===== src/rtl/gpio_pkg.sv =====
package gpio_pkg;
  localparam int DATA_W  = 32;
  localparam int ADDR_W  = 3;
  localparam int CLR_LSB = 16;

  typedef enum logic [ADDR_W-1:0] {
    A_DIR    = 3'd0,
    A_LAT    = 3'd1,
    A_SET    = 3'd2,
    A_CLR    = 3'd3,
    A_PIN    = 3'd4,
    A_SETCLR = 3'd5
  } gpio_addr_e;
endpackage


===== src/rtl/gpio_sync.sv =====
module gpio_sync #(
  parameter int WIDTH  = 8,
  parameter int STAGES = 2
) (
  input  logic             clk,
  input  logic             rst_n,
  input  logic [WIDTH-1:0] d_async,
  output logic [WIDTH-1:0] q_sync
);
  logic [WIDTH-1:0] chain [STAGES];

  genvar s;
  generate
    for (s = 0; s < STAGES; s++) begin : g_stage
      always_ff @(posedge clk or negedge rst_n) begin
        if (!rst_n) chain[s] <= '0;
        else if (s == 0) chain[s] <= d_async;
        else chain[s] <= chain[(s == 0) ? 0 : s-1];
      end
    end
  endgenerate

  assign q_sync = chain[STAGES-1];
endmodule


===== src/rtl/gpio_regs.sv =====
module gpio_regs
  import gpio_pkg::*;
#(
  parameter int WIDTH = 8
) (
  input  logic              clk,
  input  logic              rst_n,
  input  logic              wr,
  input  logic [ADDR_W-1:0] addr,
  input  logic [DATA_W-1:0] wdata,
  output logic [WIDTH-1:0]  dir_q,
  output logic [WIDTH-1:0]  lat_q
);
  logic [WIDTH-1:0] data_lo, data_hi;
  logic [WIDTH-1:0] set_mask, clr_mask, lat_d;
  logic             load_lat;
  logic             unused_wdata;

  assign data_lo      = wdata[WIDTH-1:0];
  assign data_hi      = wdata[CLR_LSB +: WIDTH];
  assign unused_wdata = ^wdata;

  always_comb begin
    set_mask = '0;
    clr_mask = '0;
    load_lat = 1'b0;
    if (wr) begin
      unique case (addr)
        A_LAT:    load_lat = 1'b1;
        A_SET:    set_mask = data_lo;
        A_CLR:    clr_mask = data_lo;
        A_SETCLR: begin
          set_mask = data_lo;
          clr_mask = data_hi;
        end
        default: ;
      endcase
    end
    // clear is applied last so it wins on overlapping bits
    lat_d = load_lat ? data_lo : ((lat_q | set_mask) & ~clr_mask);
  end

  always_ff @(posedge clk or negedge rst_n) begin
    if (!rst_n) begin
      dir_q <= '0;
      lat_q <= '0;
    end else begin
      if (wr && addr == A_DIR) dir_q <= data_lo;
      lat_q <= lat_d;
    end
  end
endmodule


===== src/rtl/gpio_rdmux.sv =====
module gpio_rdmux
  import gpio_pkg::*;
#(
  parameter int WIDTH = 8
) (
  input  logic              clk,
  input  logic              rst_n,
  input  logic              rd,
  input  logic [ADDR_W-1:0] addr,
  input  logic [WIDTH-1:0]  dir_q,
  input  logic [WIDTH-1:0]  lat_q,
  input  logic [WIDTH-1:0]  pin_q,
  output logic [DATA_W-1:0] rdata
);
  logic [WIDTH-1:0] sel;

  always_comb begin
    unique case (addr)
      A_DIR:   sel = dir_q;
      A_LAT:   sel = lat_q;
      A_PIN:   sel = pin_q;
      default: sel = '0;
    endcase
  end

  always_ff @(posedge clk or negedge rst_n) begin
    if (!rst_n) rdata <= '0;
    else if (rd) rdata <= DATA_W'(sel);
  end
endmodule


===== src/rtl/gpio_bank.sv =====
module gpio_bank
  import gpio_pkg::*;
#(
  parameter int WIDTH       = 8,
  parameter int SYNC_STAGES = 2
) (
  input  logic              clk,
  input  logic              rst_n,
  input  logic              bus_wr,
  input  logic              bus_rd,
  input  logic [ADDR_W-1:0] bus_addr,
  input  logic [DATA_W-1:0] bus_wdata,
  output logic [DATA_W-1:0] bus_rdata,
  input  logic [WIDTH-1:0]  pin_in,
  output logic [WIDTH-1:0]  pin_out,
  output logic [WIDTH-1:0]  pin_oe
);
  logic [WIDTH-1:0] dir_q, lat_q, pin_q;

  gpio_sync #(.WIDTH(WIDTH), .STAGES(SYNC_STAGES)) u_sync (
    .clk(clk), .rst_n(rst_n), .d_async(pin_in), .q_sync(pin_q)
  );

  gpio_regs #(.WIDTH(WIDTH)) u_regs (
    .clk(clk), .rst_n(rst_n), .wr(bus_wr), .addr(bus_addr),
    .wdata(bus_wdata), .dir_q(dir_q), .lat_q(lat_q)
  );

  gpio_rdmux #(.WIDTH(WIDTH)) u_rd (
    .clk(clk), .rst_n(rst_n), .rd(bus_rd), .addr(bus_addr),
    .dir_q(dir_q), .lat_q(lat_q), .pin_q(pin_q), .rdata(bus_rdata)
  );

  assign pin_out = lat_q;
  assign pin_oe  = dir_q;
endmodule


===== config.mk =====
export PLATFORM = sky130hd
export DESIGN_NAME = gpio_bank
export DESIGN_NICKNAME = d
export VERILOG_FILES = /design/src/rtl/gpio_pkg.sv /design/src/rtl/gpio_sync.sv /design/src/rtl/gpio_regs.sv /design/src/rtl/gpio_rdmux.sv /design/src/rtl/gpio_bank.sv
export SDC_FILE = /design/constraint.sdc
export NUM_CORES = 1
export LEC_CHECK = 0
export BUFFER_PORTS_ARGS = -buffer_cell sky130_fd_sc_hd__buf_2
export CAP_MARGIN = 20
export CORE_ASPECT_RATIO = 0.75
export CORE_UTILIZATION = 41
export CTS_BUF_LIST = sky130_fd_sc_hd__clkbuf_8 sky130_fd_sc_hd__clkbuf_16
export CTS_CLUSTER_DIAMETER = 40
export DETAILED_ROUTE_END_ITERATION = 16
export HOLD_SLACK_MARGIN = 0.08
export PLACE_DENSITY = 0.8
export SLEW_MARGIN = 20
export SYNTH_ARGS = -nofsm -noshare
export SYNTH_HDL_FRONTEND = slang
export SYNTH_SLANG_ARGS = --single-unit

===== constraint.sdc =====
create_clock -name clk -period 0.8 [get_ports clk]
set_input_delay 0.04 -clock clk [delete_from_list [all_inputs] [get_ports clk]]
set_output_delay 0.04 -clock clk [all_outputs]
set_load 0.05 [all_outputs]

==> Word level (Yosys, flattened, before mapping) <==
Index checks and enable logic that the tools add are counted.
{ "classes": {"mux": 8, "eq_ne": 5, "n_bitwise": 3, "reduce_logical": 3} }
{ "op_table": {"columns": ["op", "count"], "rows": [
  ["8-bit 2-to-1 mux", 4],
  ["8-bit one-hot mux with 3 select lines", 1],
  ["8-bit one-hot mux with 2 select lines", 1],
  ["8-bit AND", 1],
  ["8-bit inverter", 1],
  ["8-bit OR", 1],
  ["3-bit by 2-bit equality test with 1-bit output (second input constant)", 2],
  ["3-bit equality test (second input constant)", 2],
  ["3-bit by 1-bit equality test with 1-bit output (second input constant)", 1],
  ["3-bit logical NOT", 1],
  ["1-bit 2-to-1 mux", 2],
  ["2-bit OR reduction", 1],
  ["1-bit logical AND", 1]
]} }
{ "totals": {"regBits": 40, "in_bits": 47} }

==> Depth between registers and ports, before layout <==
{ "depth": {"word_depth": 7, "ltp_mapped": 5, "ltp_nobuf": 3} }

==> By module <==
From an unflattened synthesis, not the netlist that was laid out.
{ "unflattened": {"hier_cells": 178, "hier_area_um2": 2028.2} }
{ "by_module_without_submodules": {"columns": ["module", "cells_per_inst", "area_each_um2", "seq_area_each_um2", "n_inst"], "rows": [
  ["gpio_regs", 74, 803.3, 400.4, 1],
  ["gpio_rdmux", 80, 764.5, 200.2, 1],
  ["gpio_sync", 24, 460.4, 400.4, 1]
]} }

==> Worst setup path after synthesis <==
Ideal clock, no wire load.
{ "synth_timing": {"kind": "input to register", "startpoint": "in bus_addr[0]", "endpoint": "reg u_regs.dir_q[0]", "slack_ns": -0.322, "t_arrival_ns": 0.997, "required_time_ns": 0.675, "n_path_buf": 1, "setup_ns": 0.125, "cell_stages": 3, "cell_sequence": "buf_6 nor4b_4 mux2_2"} }
{ "synth_between": {"elab_chain_len": 2} }
{ "synth_rtl": {"columns": ["item", "line", "text"], "rows": [
  ["start, declared", "gpio_bank.sv:11", "input logic [ADDR_W-1:0] bus_addr,"],
  ["3-bit logical NOT", "gpio_regs.sv:48", "if (wr && addr == A_DIR) dir_q <= data_lo;"],
  ["1-bit logical AND", "gpio_regs.sv:48", null],
  ["end signal, assigned", "gpio_regs.sv:48", null],
  ["end, declared", "gpio_regs.sv:11", "output logic [WIDTH-1:0] dir_q,"]
]} }
No other way between the ends.
A chain may end at the register's enable or synchronous reset.

==> Worst setup path after layout <==
{ "layout_timing": {"startpoint": "reg u_regs.lat_q[2]", "endpoint": "reg u_rd.rdata[2]"} }
{ "layout_between": {"elab_chain_len": 1} }
{ "layout_rtl": {"columns": ["item", "line", "text"], "rows": [
  ["start, declared", "gpio_regs.sv:12", "output logic [WIDTH-1:0] lat_q"],
  ["start signal, assigned", "gpio_regs.sv:49", "lat_q <= lat_d;"],
  ["8-bit one-hot mux with 3 select lines", "gpio_rdmux.sv:18", "unique case (addr)"],
  ["end signal, assigned", "gpio_rdmux.sv:28", "else if (rd) rdata <= DATA_W'(sel);"],
  ["end, declared", "gpio_rdmux.sv:13", "output logic [DATA_W-1:0] rdata"]
]} }
No other way between the ends.

==> impl_metrics.prom <==
# TYPE chip_impl_metric gauge
chip_impl_metric{name="die_x",unit="µm"} 81.4
chip_impl_metric{name="critical_path_buf_inv_count",unit=""} 1
chip_impl_metric{name="grt_start_max_net_pins",unit=""} 22
chip_impl_metric{name="ios",unit=""} 95
chip_impl_metric{name="synthCells",unit=""} 162
chip_impl_metric{name="final-max-slew-violation-count",unit=""} 0
chip_impl_metric{name="final_nets",unit=""} 317
chip_impl_metric{name="finalWorstSetupSlack",unit="ns"} -0.272
chip_impl_metric{name="crit_path_max_incr_delay",unit="ns"} 0.43
chip_impl_metric{name="floorplan.initialDensity",unit="%"} 43.1
chip_impl_metric{name="clock_h_tree_levels",unit=""} 2
chip_impl_info{name="path_class",value="reg2reg"} 1
chip_impl_metric{name="power-per-cell-area",unit="nW/µm²"} 2380
chip_impl_metric{name="worstPathRequired",unit="ns"} 0.97
chip_impl_metric{name="drt_wl_total",unit="mm"} 5.76
chip_impl_metric{name="synthesized_area_divided_by_synthesized_cell_count",unit="µm²"} 12.0
chip_impl_metric{name="wl_per_cell",unit="µm"} 17.6
chip_impl_metric{name="io_buffers",unit=""} 54
chip_impl_metric{name="cp_data_arrival_time",unit="ns"} 1.24
chip_impl_metric{name="final_antenna_violating_net_count",unit=""} 0
chip_impl_metric{name="tritoncts.num_buffers",unit=""} 5
chip_impl_metric{name="core_area",unit="µm²"} 4490
chip_impl_metric{name="drive_gt1_share",unit="%"} 47.6
chip_impl_metric{name="die-height",unit="µm"} 61.5
chip_impl_metric{name="max_freq",unit="MHz"} 933
chip_impl_metric{name="grt_use_total",unit="%"} 20.8
chip_impl_metric{name="clk-insertion-delay-late",unit="ns"} 0.29
chip_impl_metric{name="globalRouteOverflowTotal",unit=""} 0
chip_impl_metric{name="filler_cell_count",unit=""} 307
chip_impl_metric{name="firstDrtPassIters",unit=""} 5
chip_impl_info{name="rsz0062_at_grt",value="true"} 1
chip_impl_metric{name="antennaDiodeCount",unit=""} 0
chip_impl_metric{name="total_leakage_power",unit="µW"} 0.00145
chip_impl_metric{name="vdd_ir_drop_max",unit="mV"} 1.63
chip_impl_info{name="critical_path.cell_chain",value="buf_6, mux2i_1, o21a_1, o22ai_1"} 1
chip_impl_metric{name="fin_total_pwr",unit="µW"} 7390
chip_impl_metric{name="seq_area_frac_synth",unit="%"} 51.6
chip_impl_metric{name="max-clock-path-buffers",unit=""} 2
chip_impl_info{name="worstHoldPathType",value="in2reg"} 1
chip_impl_metric{name="finalWorstPathRequiredPeriod",unit="ns"} 1.07
chip_impl_metric{name="netlist_area",unit="µm²"} 1940
chip_impl_metric{name="drt-vias-per-instance",unit=""} 5.05
chip_impl_metric{name="yosys_warnings",unit=""} 0
chip_impl_info{name="crit_path_start_kind",value="flop"} 1
chip_impl_metric{name="grt_antenna_before_repair",unit=""} 0
chip_impl_metric{name="finalSetupViolCount",unit=""} 48
chip_impl_metric{name="hold_viol_final",unit=""} 0
chip_impl_metric{name="synthDistinctLibCells",unit=""} 24
chip_impl_metric{name="die_area",unit="µm²"} 5010
chip_impl_metric{name="cts.clk_slew.worst_paths",unit="ns"} 0.09
chip_impl_metric{name="first_global_vias",unit=""} 1569
chip_impl_metric{name="timing.max_cap.violations",unit=""} 0
chip_impl_metric{name="drc",unit=""} 0
chip_impl_info{name="outcome",value="finished with violations"} 1
chip_impl_metric{name="routabilityCongestion",unit=""} 0.794
chip_impl_info{name="critical_path.endpoint_type",value="flop"} 1
chip_impl_metric{name="crit_fanout",unit=""} 2
chip_impl_metric{name="final_min_period_over_clock_period",unit="%"} 134
chip_impl_metric{name="setup.reg_to_reg.worst_slack",unit="ns"} -0.27
chip_impl_metric{name="area_growth_syn_to_layout",unit="%"} 60.4
chip_impl_metric{name="synth-seq-cells",unit=""} 40
chip_impl_info{name="buffer_type_at_the_clock_tree_root",value="sky130_fd_sc_hd__clkbuf_8"} 1
chip_impl_metric{name="place.detailed.hpwl",unit="mm"} 3.37
chip_impl_metric{name="wire_length_of_the_first_global_routing_pass",unit="mm"} 7.47
chip_impl_metric{name="finalClockSkew",unit="ns"} 0.00647
chip_impl_metric{name="post_layout_utilization_of_the_core",unit="%"} 69.2
chip_impl_info{name="critical-path-slowest-cell",value="sky130_fd_sc_hd__dfrtp_2"} 1
chip_impl_metric{name="fp-row-count",unit=""} 21
chip_impl_info{name="violations",value="negative setup slack"} 1
chip_impl_metric{name="tritoncts_num_sinks",unit=""} 40
chip_impl_info{name="kind_of_cell_adding_the_most_delay_to_the_critical_path",value="flip-flops"} 1
chip_impl_metric{name="dr_total_vias",unit=""} 1657
chip_impl_info{name="clock_tree_from_tritoncts",value="built"} 1
chip_impl_metric{name="drt_initial_violations",unit=""} 108
## placed cells by master, fill, tap and decap left out, types with 2 or more instances in the layout
| cell | synthesis | final |
|---|---|---|
| sky130_fd_sc_hd__nand2_1 | 2 | 2 |
| sky130_fd_sc_hd__dfrtp_1 | 40 | 32 |
| sky130_fd_sc_hd__inv_1 | 9 | 8 |
| sky130_fd_sc_hd__mux2_2 | 8 | 3 |
| sky130_fd_sc_hd__nand3b_1 | 9 | 9 |
| sky130_fd_sc_hd__a221oi_2 | 0 | 9 |
| sky130_fd_sc_hd__dfrtp_2 | 0 | 8 |
| sky130_fd_sc_hd__and2_1 | 7 | 7 |
| sky130_fd_sc_hd__clkbuf_8 | 0 | 5 |
| sky130_fd_sc_hd__a221oi_1 | 14 | 5 |
| sky130_fd_sc_hd__buf_4 | 25 | 19 |
| sky130_fd_sc_hd__buf_8 | 0 | 11 |
| sky130_fd_sc_hd__conb_1 | 1 | 24 |
| sky130_fd_sc_hd__buf_2 | 2 | 28 |
| sky130_fd_sc_hd__o21a_1 | 8 | 8 |
| sky130_fd_sc_hd__mux2_4 | 0 | 5 |
| sky130_fd_sc_hd__dlygate4sd3_1 | 0 | 19 |
| sky130_fd_sc_hd__mux2i_1 | 8 | 8 |
| sky130_fd_sc_hd__o22ai_1 | 8 | 8 |
| sky130_fd_sc_hd__xnor2_1 | 8 | 8 |
| sky130_fd_sc_hd__buf_6 | 1 | 32 |
## per-stage QoR
stage	hold WS (ns)	instance area (µm²)	setup WS (ns)	instances	setup TNS (ns)
after global routing	0.0543	3110	-0.265	328	-7.63
after detailed placement	-0.0595	2410	-0.384	289	-6.37
after CTS	0.0532	3020	-0.216	325	-5.84
final	0.0549	3110	-0.272	328	-6.43
after floorplan	-0.256	2090	-0.322	185	-5.59
after global placement	-0.0611	2410	-0.308	289	-5.58
## sequential cells by signal, indices dropped and copies added (netlist names)
register	flops
u_sync.chain	8
u_regs.lat_q	8
u_sync.q_sync	8
u_regs.dir_q	8
u_rd.rdata	8
## cells in the mapped netlist, drive strengths merged
master  number  share of area [%]
buf         28                 11
a221oi      14                6.3
mux2         8                4.6
conb         1               0.19
mux2i        8                4.1
a222oi       1               0.52
nor4b        1                1.2
and2         7                2.3
nor2b        1               0.32
nor2         1               0.19
nand3b       9                3.5
and4bb       1               0.65
o21a         8                3.1
xnor2        8                3.6
o22ai        8                2.6
nor3b        2                1.0
nand2        2               0.39
inv          9                1.7
clkbuf       4               0.77
dfrtp       40                 52
o211ai       1               0.39
## layout make-up
cell class / instances / area, µm² / share of cell area, %
clock buffer: 5 / 68.8 / 2.21
clock inverter: 3 / 46.3 / 1.49
inverter: 9 / 33.8 / 1.09
multi-input combinational: 104 / 858 / 27.6
sequential: 40 / 1010 / 32.5
tap: 57 / 71.3 / 2.29
timing repair buffer: 110 / 1020 / 32.8
## power by group
| group | leakage (µW) | total, µW | internal, µW | switching [µW] |
|---|---|---|---|---|
| combinational | 0.000914 | 3150 | 1430 | 1730 |
| clock | 0.0000548 | 1680 | 940 | 742 |
| sequential | 0.000477 | 2560 | 2300 | 261 |
| total | 0.00145 | 7390 | 4660 | 2730 |
## metal layers
metal  global-route usage, %  vias to the layer above  wire [µm]
met1                    25.7                      807       2320
met2                    36.0                       86       3020
met4                    6.38                        0         85
met5                       0                        -          0
li1                        -                      752          -
met3                    5.78                       12        336
## final timing paths
kind,start,cells after the start,endpoint
setup / recovery,u_regs.lat_q[2],4,u_rd.rdata[2]
hold / removal,bus_wdata[0],2,u_regs.dir_q[0]
setup reg to reg,u_regs.lat_q[2],4,u_rd.rdata[2]
hold reg to reg,u_sync.chain[14],0,u_sync.q_sync[6]
max in group asynchronous,rst_n,3,u_rd.rdata[1]
min in group asynchronous,rst_n,2,u_regs.lat_q[1]
## worst reg2reg max path: stages, from the launching register on
cell and delay (ns):
sky130_fd_sc_hd__dfrtp_2 0.43, sky130_fd_sc_hd__buf_6 0.13, sky130_fd_sc_hd__mux2i_1 0.17, sky130_fd_sc_hd__o21a_1 0.16
sky130_fd_sc_hd__o22ai_1 0.07
## logic make-up (layout without fill, tap and decap cells)
kind of cell / after synthesis / count (layout) / synth area share [%]
AOI/OAI and AO/OA: 32 / 32 / 12.9
xor gates and xnor gates: 8 / 8 / 3.62
buffers and inverters: 41 / 127 / 13.3
DFF: 40 / 40 / 51.6
muxes: 16 / 16 / 8.78
other: 1 / 24 / 0.193
and+or+nand+nor: 24 / 24 / 9.55
## timing repair
action	4_1_cts	5_1_grt
resized for setup	73	18
hold buffers	18	2
buffers inserted	10	2
endpoints found under the hold margin	64	9
pin swaps	0	5
setup endpoints to repair	42	48
Power figures use the tool's default switching activity.
